--- src/rtl/gdrv_pkg.sv ---
package gdrv_pkg;

    typedef enum logic [1:0] {
        LV_MID  = 2'b00,
        LV_LOW  = 2'b01,
        LV_HIGH = 2'b10
    } level_e;

    typedef enum logic [2:0] {
        ST_IDLE,
        ST_PARK,
        ST_WAIT_HI,
        ST_HI_ON,
        ST_WAIT_LO,
        ST_LO_ON
    } drv_state_e;

endpackage

--- src/rtl/gdrv_sync2.sv ---
module gdrv_sync2 #(
    parameter int WIDTH = 2
) (
    input  logic             clk,
    input  logic             rst_n,
    input  logic [WIDTH-1:0] async_i,
    output logic [WIDTH-1:0] sync_o
);
    typedef struct packed {
        logic [WIDTH-1:0] meta;
        logic [WIDTH-1:0] stable;
    } sync_t;

    sync_t s_d, s_q;

    always_comb begin
        s_d        = s_q;
        s_d.meta   = async_i;
        s_d.stable = s_q.meta;
    end

    always_ff @(posedge clk or negedge rst_n) begin
        if (!rst_n) s_q <= '0;
        else        s_q <= s_d;
    end

    assign sync_o = s_q.stable;
endmodule

--- src/rtl/gdrv_level_class.sv ---
module gdrv_level_class
    import gdrv_pkg::*;
(
    input  logic   above_s,
    input  logic   below_s,
    output level_e level
);
    // Opposite flags together are contradictory and are treated as undriven.
    always_comb begin
        unique case ({above_s, below_s})
            2'b10:   level = LV_HIGH;
            2'b01:   level = LV_LOW;
            default: level = LV_MID;
        endcase
    end
endmodule

--- src/rtl/gdrv_float_timer.sv ---
module gdrv_float_timer #(
    parameter int FLOAT_CYCLES = 15
) (
    input  logic clk,
    input  logic rst_n,
    input  logic is_mid,
    output logic fire
);
    localparam int CW = $clog2(FLOAT_CYCLES + 1);
    localparam logic [CW-1:0] LAST = CW'(FLOAT_CYCLES - 1);
    localparam logic [CW-1:0] SAT  = CW'(FLOAT_CYCLES);

    typedef struct packed {
        logic [CW-1:0] cnt;
    } tmr_t;

    tmr_t t_d, t_q;

    always_comb begin
        t_d = t_q;
        if (!is_mid)
            t_d.cnt = '0;
        else if (t_q.cnt != SAT)
            t_d.cnt = t_q.cnt + 1'b1;
    end

    always_ff @(posedge clk or negedge rst_n) begin
        if (!rst_n) t_q <= '0;
        else        t_q <= t_d;
    end

    // One-cycle pulse on the edge that completes the timeout window.
    assign fire = is_mid && (t_q.cnt == LAST);
endmodule

--- src/rtl/gdrv_deadtime_seq.sv ---
module gdrv_deadtime_seq
    import gdrv_pkg::*;
#(
    parameter int DEAD_CYCLES = 4
) (
    input  logic   clk,
    input  logic   rst_n,
    input  level_e level,
    input  logic   float_fire,
    output logic   gate_hi,
    output logic   gate_lo,
    output logic   parked
);
    localparam int DW = $clog2(DEAD_CYCLES + 1);
    localparam logic [DW-1:0] DLAST = DW'(DEAD_CYCLES - 1);

    typedef struct packed {
        drv_state_e    state;
        logic [DW-1:0] cnt;
    } seq_t;

    seq_t q_d, q_q;

    always_comb begin
        q_d = q_q;
        unique case (q_q.state)
            ST_IDLE, ST_PARK: begin
                if (level == LV_HIGH) begin
                    q_d.state = ST_WAIT_HI;
                    q_d.cnt   = '0;
                end else if (level == LV_LOW) begin
                    q_d.state = ST_WAIT_LO;
                    q_d.cnt   = '0;
                end
            end
            ST_WAIT_HI: begin
                if (level == LV_LOW) begin
                    q_d.state = ST_WAIT_LO;
                    q_d.cnt   = '0;
                end else if (q_q.cnt == DLAST) begin
                    q_d.state = ST_HI_ON;
                end else begin
                    q_d.cnt = q_q.cnt + 1'b1;
                end
            end
            ST_HI_ON: begin
                if (level == LV_LOW) begin
                    q_d.state = ST_WAIT_LO;
                    q_d.cnt   = '0;
                end
            end
            ST_WAIT_LO: begin
                if (level == LV_HIGH) begin
                    q_d.state = ST_WAIT_HI;
                    q_d.cnt   = '0;
                end else if (q_q.cnt == DLAST) begin
                    q_d.state = ST_LO_ON;
                end else begin
                    q_d.cnt = q_q.cnt + 1'b1;
                end
            end
            ST_LO_ON: begin
                if (level == LV_HIGH) begin
                    q_d.state = ST_WAIT_HI;
                    q_d.cnt   = '0;
                end
            end
            default: begin
                q_d.state = ST_IDLE;
                q_d.cnt   = '0;
            end
        endcase
        // The timeout only fires on a mid-level sample, so it never competes
        // with a valid-level transition above.
        if (float_fire) begin
            q_d.state = ST_PARK;
            q_d.cnt   = '0;
        end
    end

    always_ff @(posedge clk or negedge rst_n) begin
        if (!rst_n) begin
            q_q.state <= ST_IDLE;
            q_q.cnt   <= '0;
        end else begin
            q_q <= q_d;
        end
    end

    assign gate_hi = (q_q.state == ST_HI_ON);
    assign gate_lo = (q_q.state == ST_LO_ON);
    assign parked  = (q_q.state == ST_PARK);
endmodule

--- src/rtl/gdrv_deadtime_ctrl.sv ---
module gdrv_deadtime_ctrl
    import gdrv_pkg::*;
#(
    parameter int DEAD_CYCLES  = 4,
    parameter int FLOAT_CYCLES = 15
) (
    input  logic clk,
    input  logic rst_n,
    input  logic in_above_vih,
    input  logic in_below_vil,
    output logic gate_hi,
    output logic gate_lo,
    output logic float_detected
);
    logic [1:0] flags_s;
    level_e     level;
    logic       lvl_hi, lvl_lo, lvl_mid;
    logic       float_fire;

    gdrv_sync2 #(.WIDTH(2)) u_sync (
        .clk     (clk),
        .rst_n   (rst_n),
        .async_i ({in_above_vih, in_below_vil}),
        .sync_o  (flags_s)
    );

    gdrv_level_class u_class (
        .above_s (flags_s[1]),
        .below_s (flags_s[0]),
        .level   (level)
    );

    assign lvl_hi  = (level == LV_HIGH);
    assign lvl_lo  = (level == LV_LOW);
    assign lvl_mid = (level == LV_MID);

    gdrv_float_timer #(.FLOAT_CYCLES(FLOAT_CYCLES)) u_timer (
        .clk    (clk),
        .rst_n  (rst_n),
        .is_mid (lvl_mid),
        .fire   (float_fire)
    );

    gdrv_deadtime_seq #(.DEAD_CYCLES(DEAD_CYCLES)) u_seq (
        .clk        (clk),
        .rst_n      (rst_n),
        .level      (level),
        .float_fire (float_fire),
        .gate_hi    (gate_hi),
        .gate_lo    (gate_lo),
        .parked     (float_detected)
    );
endmodule

--- config.mk ---
export PLATFORM = sky130hd
export DESIGN_NAME = gdrv_deadtime_ctrl
export DESIGN_NICKNAME = d
export VERILOG_FILES = /design/src/rtl/gdrv_pkg.sv /design/src/rtl/gdrv_sync2.sv /design/src/rtl/gdrv_level_class.sv /design/src/rtl/gdrv_float_timer.sv /design/src/rtl/gdrv_deadtime_seq.sv /design/src/rtl/gdrv_deadtime_ctrl.sv
export SDC_FILE = /design/constraint.sdc
export NUM_CORES = 1
export LEC_CHECK = 0
export ABC_CLOCK_PERIOD_IN_PS = 4500
export BUFFER_PORTS_ARGS = -buffer_cell sky130_fd_sc_hd__buf_4
export CAP_MARGIN = 30
export CORE_ASPECT_RATIO = 0.8
export CORE_UTILIZATION = 37
export DETAILED_ROUTE_END_ITERATION = 16
export PLACE_DENSITY = 0.57
export SYNTH_ARGS = -nofsm -noshare
export SYNTH_HDL_FRONTEND = slang
export SYNTH_SLANG_ARGS = --single-unit
--- constraint.sdc ---
create_clock -name clk -period 4.5 [get_ports clk]
set_clock_uncertainty 0.1 [all_clocks]
set_input_delay 0.9 -clock clk [delete_from_list [all_inputs] [get_ports clk]]
set_output_delay 0.9 -clock clk [all_outputs]
set_load 0.01 [all_outputs]
=== Word-level counts from Yosys, hierarchy flattened ===
Cells that the tools add are included.

* Reduce and logical (&&, ||, !) cells: 5
* Mux-type cells: 13
* $add $sub $neg: 2
* Equality and inequality tests: 16

{| class="wikitable"
|+ Operators with widths
! cell !! number
|-
| 2-to-1 mux 6 bit || 6
|-
| case mux 6 bit (5 select lines) || 1
|-
| == test 3 x 2 -> 1 bit (second input constant) || 3
|-
| 2-to-1 mux 3 bit || 3
|-
| 2-to-1 mux 4 bit || 2
|-
| != test 4 x 3 -> 1 bit (second input constant) || 2
|-
| == test 3 bit (second input constant) || 2
|-
| adder 4 x 1 -> 4 bit (second input constant) || 1
|-
| == test 2 x 1 -> 1 bit (second input constant) || 2
|-
| == test 2 bit (second input constant) || 2
|-
| == test 4 bit (second input constant) || 1
|-
| != test 4 bit (second input constant) || 1
|-
| case mux 2 bit (2 select lines) || 1
|-
| adder 3 x 1 -> 3 bit (second input constant) || 1
|-
| == test 3 x 1 -> 1 bit (second input constant) || 1
|-
| logical NOT 3 bit || 1
|-
| != test 3 x 1 -> 1 bit (second input constant) || 1
|-
| AND reduction 3 bit || 1
|-
| logical NOT 2 bit || 1
|-
| != test 2 bit (second input constant) || 1
|-
| OR reduction 2 bit || 1
|-
| logical AND 1 bit || 1
|}

* Register bits: 14
* Input port bits: 4
* Logic and storage cells: 41

=== Depth between registers and ports, before layout ===
Gate-level depths: netlist of the first run.

* Word-level depth: 7
* Mapped depth: 6
* Gate-level depth less buffers: 6

=== Hierarchy ===
From an unflattened synthesis of the first run, not the netlist that was laid out.

* Cell total of the unflattened synthesis: 82
* Area, all modules: 797.0 um^2

{| class="wikitable"
|+ By module, submodules not included
! module !! cells an instance !! instances !! area each (um^2)
|-
| gdrv_deadtime_seq || 53 || 1 || 450.4
|-
| gdrv_float_timer || 22 || 1 || 227.7
|-
| gdrv_sync2 || 4 || 1 || 100.1
|-
| gdrv_level_class || 2 || 1 || 15.0
|-
| gdrv_deadtime_ctrl || 1 || 1 || 3.8
|}

=== Least setup slack after synthesis of the first run ===
No wires, ideal clock.

* Path type: flip-flop to output port
* From: register u_seq.q_q[3] (netlist bit)
* To: output port gate_hi
* Arrival time: 0.894 ns
* Path buffers: 0
* Cell stages (with the launch flop): 3
* Setup slack: 2.606 ns
* Path through: dfrtp_1 inv_1 nor3b_1

* Longest elaborated chain between the ends: 1

{| class="wikitable"
|+ Ends and longest elaborated chain
! item !! RTL line !! RTL
|-
| start: declaration || gdrv_deadtime_seq.sv:22 || <nowiki>seq_t q_d, q_q;</nowiki>
|-
| start signal: assignment || gdrv_deadtime_seq.sv:86 || <nowiki>q_q <= q_d;</nowiki>
|-
| == test 3 x 2 -> 1 bit || gdrv_deadtime_seq.sv:90 || <nowiki>assign gate_hi = (q_q.state == ST_HI_ON);</nowiki>
|-
| end: declaration || gdrv_deadtime_ctrl.sv:11 || <nowiki>output logic gate_hi,</nowiki>
|}

Every way passes these cells.

=== Worst setup path after layout of the first run ===
* From: register u_seq.q_q[3] (netlist bit)
* To: output port float_detected

* Longest elaborated chain between the ends: 1

{| class="wikitable"
|+ Ends and longest elaborated chain
! item !! RTL line !! RTL
|-
| == test 3 x 1 -> 1 bit || gdrv_deadtime_seq.sv:92 || <nowiki>assign parked = (q_q.state == ST_PARK);</nowiki>
|-
| end: declaration || gdrv_deadtime_ctrl.sv:13 || <nowiki>output logic float_detected</nowiki>
|}

Every way passes these cells.

==> results of run 1 <==
[cell usage after synthesis, types with 3 or more instances]
library cell | number | area (µm²)
a21boi_0 | 3 | 22.5
a21oi_1 | 3 | 15.0
dfrtp_1 | 14 | 350
ha_1 | 5 | 62.6
inv_1 | 6 | 22.5
nand2_1 | 3 | 11.3
nand3_1 | 3 | 15.0
nor2_1 | 6 | 22.5
o21ai_0 | 4 | 20.0
[stage by stage]
step | utilization (%) | std cells
final | 44.9 | 103
after global routing | 44.9 | 103
after CTS | 44.9 | 103
after detailed placement | 43.0 | 99
after global placement | 43.0 | 99
after floorplan | - | 70
[area by class of cell]
cell class | count | area [µm²]
timing repair buffer | 6 | 45.0
inverter | 6 | 22.5
clock buffer | 4 | 36.3
tap | 24 | 30.0
multi-input combinational | 49 | 358
fill | 177 | 1030
sequential | 14 | 350
[placed cells by master (no fill, tap or decap), types with 3 or more instances in the layout]
| cell | count |
|---|---|
| a21boi_0 | 3 |
| clkbuf_4 | 3 |
| ha_1 | 5 |
| o21ai_0 | 4 |
| nand2_1 | 3 |
| inv_1 | 6 |
| a21oi_1 | 3 |
| nand3_1 | 3 |
| nor2_1 | 6 |
| dfrtp_1 | 14 |
| buf_4 | 6 |
[critical path: cells and delay by family (launching register included)]
family | cells | cell delay (ps)
flops | 1 | 510
buf+inv | 2 | 290
simple gates | 1 | 200
[cells by family (layout without fill, tap and decap cells)]
| group | after synthesis | in the layout | synth area share (%) |
|---|---|---|---|
| AND/OR/NAND/NOR | 24 | 24 | 18.7 |
| flip-flops | 14 | 14 | 47.7 |
| XOR/XNOR | 1 | 1 | 1.19 |
| buffers and inverters | 7 | 16 | 3.58 |
| AO/OA/AOI/OAI | 19 | 19 | 20.3 |
| adder cells (fa/ha/maj) | 5 | 5 | 8.52 |
[registers in the layout, indices dropped and copies added (netlist names)]
signal,count
u_sync.sync_o,2
u_seq.q_q,6
u_timer.t_q,4
u_sync.s_d,2
[power breakdown]
| part | total (mW) | internal [mW] | switching (mW) |
|---|---|---|---|
| clock network | 0.0884 | 0.0492 | 0.0392 |
| registers | 0.171 | 0.145 | 0.0256 |
| logic | 0.0986 | 0.0531 | 0.0455 |
[path summary, 6_finish.rpt]
check                                             end  slack, ps  depth (start not counted)
setup / recovery                       float_detected       2220                          3
hold / removal             u_sync.sync_o[1]$_DFF_PN0_        250                          0
hold reg to reg            u_sync.sync_o[1]$_DFF_PN0_        250                          0
max in group asynchronous    u_seq.q_q[1]$_DFFE_PN0P_       3780                          1
setup reg to reg             u_seq.q_q[0]$_DFFE_PN0P_       2670                          6
min in group asynchronous    u_seq.q_q[4]$_DFFE_PN0P_        350                          1
[per-layer routing]
metal / share of wire (%) / track usage, %
met3: 5.4 / 4.40
met2: 41 / 18.2
met1: 53 / 21.1
met5: 0 / 0
met4: 1.1 / 4.86
==> impl_metrics.csv, run 1 <==
group,metric,value,unit
cts,cts_inserted_buffers,3,
route,drcViolationCount,0,
floorplan,die_area,2170,µm²
cts,clockBufferDepth,2,
placement,pre_cts_slack,2530,ps
grt,first_global_vias,490,
grt,grt_max_degree,15,
route,ant_nets,0,
route,drt-wirelength-per-cell,12.1,µm
timing,fin_tns_setup,0,ps
cts,cts_resized,0,
worst_setup_path,crit_start,"u_seq.q_q[3]$_DFFE_PN0P_",
floorplan,boundaryPins,7,
cts,cts_sinks,14,
finish,final_area,842,µm²
worst_setup_path,end_kind,"output pin",
worst_setup_path,path_class,"reg2out",
route,drt_wl_total,1.25,mm
floorplan,initial_core_util,39.2,%
yosys,async_flop_share,100,%
finish,num_antenna_cells,0,
cts,holdBufCountCts,0,
timing,period_needed,2280,ps
cts,clockRootBuffer,"clkbuf_4",
yosys,yosys_warnings,0,
timing,hold-worst-slack,250,ps
route,dr.pass1.iters,4,
grt,antenna_found_initial,0,
pwr,power.total,0.358,mW
worst_setup_path,required,3500,ps
floorplan,row_count,14,
yosys,syn-cell-area,734,µm²
yosys,synth_nets,79,
floorplan,core-area,1870,µm²
timing,rsz0062_at_grt,"no",
timing,fmax,439,MHz
floorplan,dieHeight,41.9,µm
yosys,avgSynthCellArea,10.5,µm²
placement,place.gp.congestion,0.802,
yosys,ys_types,27,
grt,grt_first_pass_wirelength,2.19,mm
route,viasPerCell,5.19,
yosys,synth_edf_count,0,
timing,setup_viol,0,
worst_setup_path,cp-start-kind,"flop",
pwr,vdd.ir_drop.worst,229,µV
finish,area_growth_syn_to_layout,14.7,%
timing,setup_ws,2220,ps
hold_path,min_from,"u_sync.s_d[1]$_DFF_PN0_",
worst_setup_path,crit-reg2reg-launch,"u_sync.sync_o[0]$_DFF_PN0_",
pwr,p_leak,0.395,nW
route,vias,535,
run_status,status,"finished, final reports clean",
finish,fin_nets,89,
worst_setup_path,cp_max_fo,8,
hold_path,hold_path_class,"reg2reg",
cts,htree_levels,1,
cts,clk_pin_slew,80,ps
timing,slew_violations,0,
worst_setup_path,slowest_stage,"dfrtp_1",
yosys,ys.flop_type,"dfrtp_1",
grt,grt_usage,13.8,%
floorplan,die_x,51.8,µm
worst_setup_path,max_stage_delay,510,ps
placement,portBuffers,6,
cts,clock_latency,280,ps
run,drv_cap,0,
worst_setup_path,path_cells,"inv_1, nor3_1, buf_4",
placement,place_area,806,µm²
timing,hold_violations,0,
yosys,synth-seq-cells,14,
cts,cts_tree,"done",
yosys,syn_inst,70,
route,drtIter0Drc,4,
finish,layout-drive-gt1-share,16.5,%
pwr,p_per_area,425,nW/µm²
yosys,ys_seq_area_share,47.7,%
timing,timing.final.crit_share,50.6,%
placement,dpl.hpwl,931,µm
worst_setup_path,cp.arrival,1280,ps
grt,grt.overflow.total,0,
cts,post-cts-setup-buffers,0,
timing,maxSlewHeadroom,78.0,%
timing,tightest_slew,329,ps
No activity file was read; power rests on OpenSTA's default activity.
==> run 2: changes to the inputs <==
- ABC_CLOCK_PERIOD_IN_PS: 4500 -> 1900
- PLACE_DENSITY: 0.57 -> 0.59
- clock period: 4.5 -> 1.9 ns (I/O delays scaled with it)
==> impl_metrics.csv, run 2 (same netlist as run 1, synthesis figures left out) <==
group,metric,value,unit
route,wl_met3,38,µm
grt,grt_first_pass_wirelength,2.16,mm
pwr,p_leak,0.410,nW
worst_setup_path,crit_start,"u_seq.q_q[3]$_DFFE_PN0P_",
route,ant_nets,0,
worst_setup_path,required,1420,ps
worst_setup_path,setup.worst_path.end,"gate_hi",
placement,portBuffers,6,
worst_setup_path,cp.arrival,1300,ps
timing,fmax,563,MHz
route,vias,551,
cts,post-cts-setup-buffers,0,
finish,final_cell_mix,"dfrtp_1 (14), buf_4 (8), inv_1 (6), nor2_1 (6), ha_1 (5)",
timing,setup_viol,0,
route,drt-wirelength-per-cell,11.7,µm
grt,grt_usage,13.9,%
route,drt_wl_total,1.24,mm
run_status,status,"finished, final reports clean",
cts,cts_sinks,14,
grt,first_global_vias,500,
route,drcViolationCount,0,
finish,num_antenna_cells,0,
hold_path,hold_path_class,"in2reg",
worst_setup_path,cp_max_fo,8,
timing,period_needed,1780,ps
cts,htree_levels,1,
finish,final_common_cell,"dfrtp_1",
grt,antenna_found_initial,0,
floorplan,row_count,14,
cts,cts_tree,"done",
cts,cts_inserted_buffers,3,
worst_setup_path,end_kind,"output pin",
timing,rsz0062_at_grt,"no",
worst_setup_path,timing.rr.end,"u_seq.q_q[0]$_DFFE_PN0P_",
route,top_layer,"met3",
route,viasPerCell,5.20,
floorplan,core-area,1870,µm²
finish,largest_reg_flops,6,
timing,setup_ws,123,ps
timing,slew_violations,0,
timing,maxSlewHeadroom,77.5,%
floorplan,initial_core_util,39.2,%
worst_setup_path,crit-reg2reg-launch,"u_sync.sync_o[1]$_DFF_PN0_",
route,met1_length,644,µm
placement,place.gp.congestion,0.834,
placement,pre_cts_slack,132,ps
finish,reg_top3,"u_seq.q_q x6, u_timer.t_q x4",
worst_setup_path,path_class,"reg2out",
grt,grt.overflow.total,0,
pwr,vdd.ir_drop.worst,389,µV
finish,fillCellCount,174,
cts,clockBufferDepth,2,
route,dr.pass1.iters,4,
worst_setup_path,r2r_cells,5,
timing,hold_violations,0,
floorplan,dieHeight,41.9,µm
cts,clk_pin_slew,80,ps
worst_setup_path,cp-start-kind,"flop",
floorplan,die_area,2170,µm²
pwr,p_per_area,990,nW/µm²
floorplan,die_x,51.8,µm
floorplan,boundaryPins,7,
timing,fin_tns_setup,0,ps
timing,tightest_slew,337,ps
cts,clock_latency,270,ps
placement,dpl.hpwl,969,µm
run,drv_cap,0,
finish,layout-drive-gt1-share,19.5,%
grt,grt_max_degree,15,
route,met2_length,554,µm
pwr,power.total,0.862,mW
worst_setup_path,r2r_slack,120,ps
finish,area_growth_syn_to_layout,18.6,%
timing,hold-worst-slack,107,ps
cts,clockRootBuffer,"clkbuf_4",
timing,timing.final.crit_share,93.5,%
route,drtIter0Drc,6,
finish,fin_nets,92,
finish,regMostFlops,"u_seq.q_q",
-- run 2: layout make-up --
type	count	area, µm²	area share, %
repair buffers	9	70.1	8.05
well taps	24	30.0	3.45
clock buffers	4	36.3	4.17
flip-flops and latches	14	350	40.2
inverters	6	22.5	2.59
multi-input cells	49	362	41.5
-- run 2: how the worst min path moves through the flow --
| stage | from | endpoint | slack, ps | cells past startpoint |
|---|---|---|---|---|
| 3_3_place_gp | rst_n | u_timer.t_q[2]$_DFFE_PN0P_ | 140 | 1 |
| 3_5_place_dp | rst_n | u_timer.t_q[3]$_DFFE_PN0P_ | 140 | 1 |
| 2_1_floorplan | rst_n | u_seq.q_q[0]$_DFFE_PN0P_ | -20 | 0 |
| 6_report | in_below_vil | u_sync.s_d[0]$_DFF_PN0_ | 110 | 1 |
| 4_1_cts | in_above_vih | u_sync.s_d[1]$_DFF_PN0_ | 100 | 1 |
| 5_1_grt | in_below_vil | u_sync.s_d[0]$_DFF_PN0_ | 80 | 1 |
-- run 2: what timing repair did --
action,4_1_cts,5_1_grt
hold buffers,1,0
endpoints found under the setup margin,0,1
resized for setup,0,1
hold endpoints to repair,14,0
-- run 2: power breakdown --
group / internal (mW) / switching, mW / leakage, nW
sequential: 0.344 / 0.0534 / 0.178
clock: 0.116 / 0.0928 / 0.0210
combinational: 0.137 / 0.118 / 0.211
-- run 2: metrics by stage --
| stage | util (%) | area [µm²] | cells |
|---|---|---|---|
| final | 46.5 | 871 | 106 |
| after global placement | 43.8 | 821 | 101 |
| after floorplan | - | 734 | 70 |
| after detailed placement | 43.8 | 821 | 101 |
| after global routing | 46.5 | 871 | 106 |
| after CTS | 46.3 | 867 | 106 |
-- run 2: routing by layer --
layer,vias up,GRT usage [%]
met5,-,0
met4,0,6.49
met3,0,3.30
met2,12,20.5
met1,263,19.1
li1,276,-
-- run 2: critical path, stage by stage, from the launching register on --
cell,delay (ps)
dfrtp_1,540
inv_1,140
nor3b_1,200
buf_4,150
==> run 3: changes to the inputs <==
- SETUP_SLACK_MARGIN: not set -> 0.3
==> impl_metrics.csv, run 3 (same netlist as run 1, synthesis figures left out) <==
group,metric,value,unit
finish,layout-drive-gt1-share,26.5,%
worst_setup_path,cp.arrival,1800,ps
timing,setup_viol,0,
cts,htree_levels,1,
timing,maxSlewHeadroom,77.8,%
finish,final_common_cell,"dfrtp_1",
timing,tightest_slew,332,ps
cts,cts_sinks,14,
timing,hold_violations,0,
cts,clockRootBuffer,"clkbuf_4",
route,drtIter0Drc,7,
grt,first_global_vias,523,
worst_setup_path,required,2030,ps
pwr,p_leak,0.414,nW
floorplan,die_x,51.8,µm
run_status,status,"finished, final reports clean",
finish,regMostFlops,"u_seq.q_q",
worst_setup_path,path_class,"reg2reg",
finish,fin_nets,94,
cts,cts_inserted_buffers,3,
route,drt-wirelength-per-cell,12.4,µm
grt,grt_usage,15.4,%
cts,clk_pin_slew,80,ps
timing,slew_violations,0,
floorplan,row_count,14,
route,drt_wl_total,1.33,mm
grt,grt.overflow.total,0,
finish,multi_input_area,384,µm²
finish,fillCellCount,187,
finish,area_growth_syn_to_layout,22.0,%
timing,hold-worst-slack,104,ps
cts,cts_tree,"done",
timing,period_needed,1680,ps
pwr,vdd.ir_drop.worst,457,µV
finish,ff_latch_area,352,µm²
route,drcViolationCount,0,
grt,grt_first_pass_wirelength,2.33,mm
placement,dpl.hpwl,934,µm
timing,fin_tns_setup,0,ps
placement,place.gp.congestion,0.894,
cts,clockBufferDepth,2,
finish,num_antenna_cells,0,
floorplan,die_area,2170,µm²
worst_setup_path,cp_max_fo,7,
timing,fmax,596,MHz
placement,portBuffers,6,
timing,timing.final.crit_share,88.3,%
timing,rsz0062_at_grt,"yes",
worst_setup_path,slowest_stage,"dfrtp_1",
floorplan,core-area,1870,µm²
finish,largest_reg_flops,6,
floorplan,boundaryPins,7,
route,vias,573,
floorplan,dieHeight,41.9,µm
run,drv_cap,0,
cts,clock_latency,280,ps
worst_setup_path,end_kind,"flop",
grt,grt_max_degree,15,
finish,final_cell_mix,"dfrtp_1 (13), buf_4 (10), inv_1 (6), nor2_1 (6)",
finish,post-route-util,47.8,%
finish,reg_top3,"u_seq.q_q x6, u_timer.t_q x4",
worst_setup_path,cp-start-kind,"flop",
hold_path,hold_path_class,"in2reg",
grt,antenna_found_initial,0,
route,viasPerCell,5.36,
route,ant_nets,0,
floorplan,initial_core_util,39.2,%
worst_setup_path,path_cells,"or3b_4, a2111oi_4, o22a_1",
pwr,p_per_area,945,nW/µm²
worst_setup_path,max_stage_delay,520,ps
route,dr.pass1.iters,4,
[run 3: layout make-up]
type	count	share of cell area [%]
multi-input combinational	49	42.9
inverter	6	2.51
tap	24	3.35
clock buffer	3	2.51
timing repair buffer	11	9.50
sequential	14	39.2
[run 3: repair_timing]
action                     4_1_cts  5_1_grt
resized for setup                3        5
hold buffers                     1        0
pin swaps                        0        2
setup endpoints to repair        5        7
cloned                           0        0
buffers inserted                 2        0
hold endpoints to repair        14        0
[run 3: worst max-delay path, delay by kind of cell, from the launching register on]
kind	cells	cell delay [ps]
AO/OA/AOI/OAI	2	540
flip-flops	1	520
AND/OR/NAND/NOR	1	460
[run 3: final timing paths]
path / startpoint / endpoint / slack, ps / cells past startpoint
worst max-delay path: u_seq.q_q[4]$_DFFE_PN0P_ / u_seq.q_q[0]$_DFFE_PN0P_ / 220 / 3
min in group asynchronous: rst_n / u_seq.q_q[3]$_DFFE_PN0P_ / 370 / 2
worst min register to register: u_sync.s_d[0]$_DFF_PN0_ / u_sync.sync_o[0]$_DFF_PN0_ / 250 / 0
worst min-delay path: in_below_vil / u_sync.s_d[0]$_DFF_PN0_ / 100 / 1
worst max register to register: u_seq.q_q[4]$_DFFE_PN0P_ / u_seq.q_q[0]$_DFFE_PN0P_ / 220 / 3
max in group asynchronous: rst_n / u_seq.q_q[3]$_DFFE_PN0P_ / 1150 / 2
[run 3: where the power goes]
part | switching (mW) | internal, mW
Combinational | 0.141 | 0.152
Sequential | 0.0434 | 0.345
Clock | 0.0919 | 0.0736
Total | 0.277 | 0.570
[run 3: per-stage QoR]
stage | cell area [µm²] | instances | worst slack [ps] | power [mW]
after global placement | 823 | 101 | 229 | 0.659
after floorplan | 737 | 70 | 310 | 0.587
after detailed placement | 823 | 101 | 160 | 0.661
after global routing | 896 | 107 | 158 | 0.923
final | 896 | 107 | 222 | 0.847
after CTS | 881 | 107 | 215 | 0.846
[run 3: layer usage]
layer  wire length, µm  track usage (%)  vias up
li1                  -                -      278
met1               618             20.0      268
met2               593             21.6       22
met3                83             6.59        5
met4                35             8.11        0
met5                 0                0        -
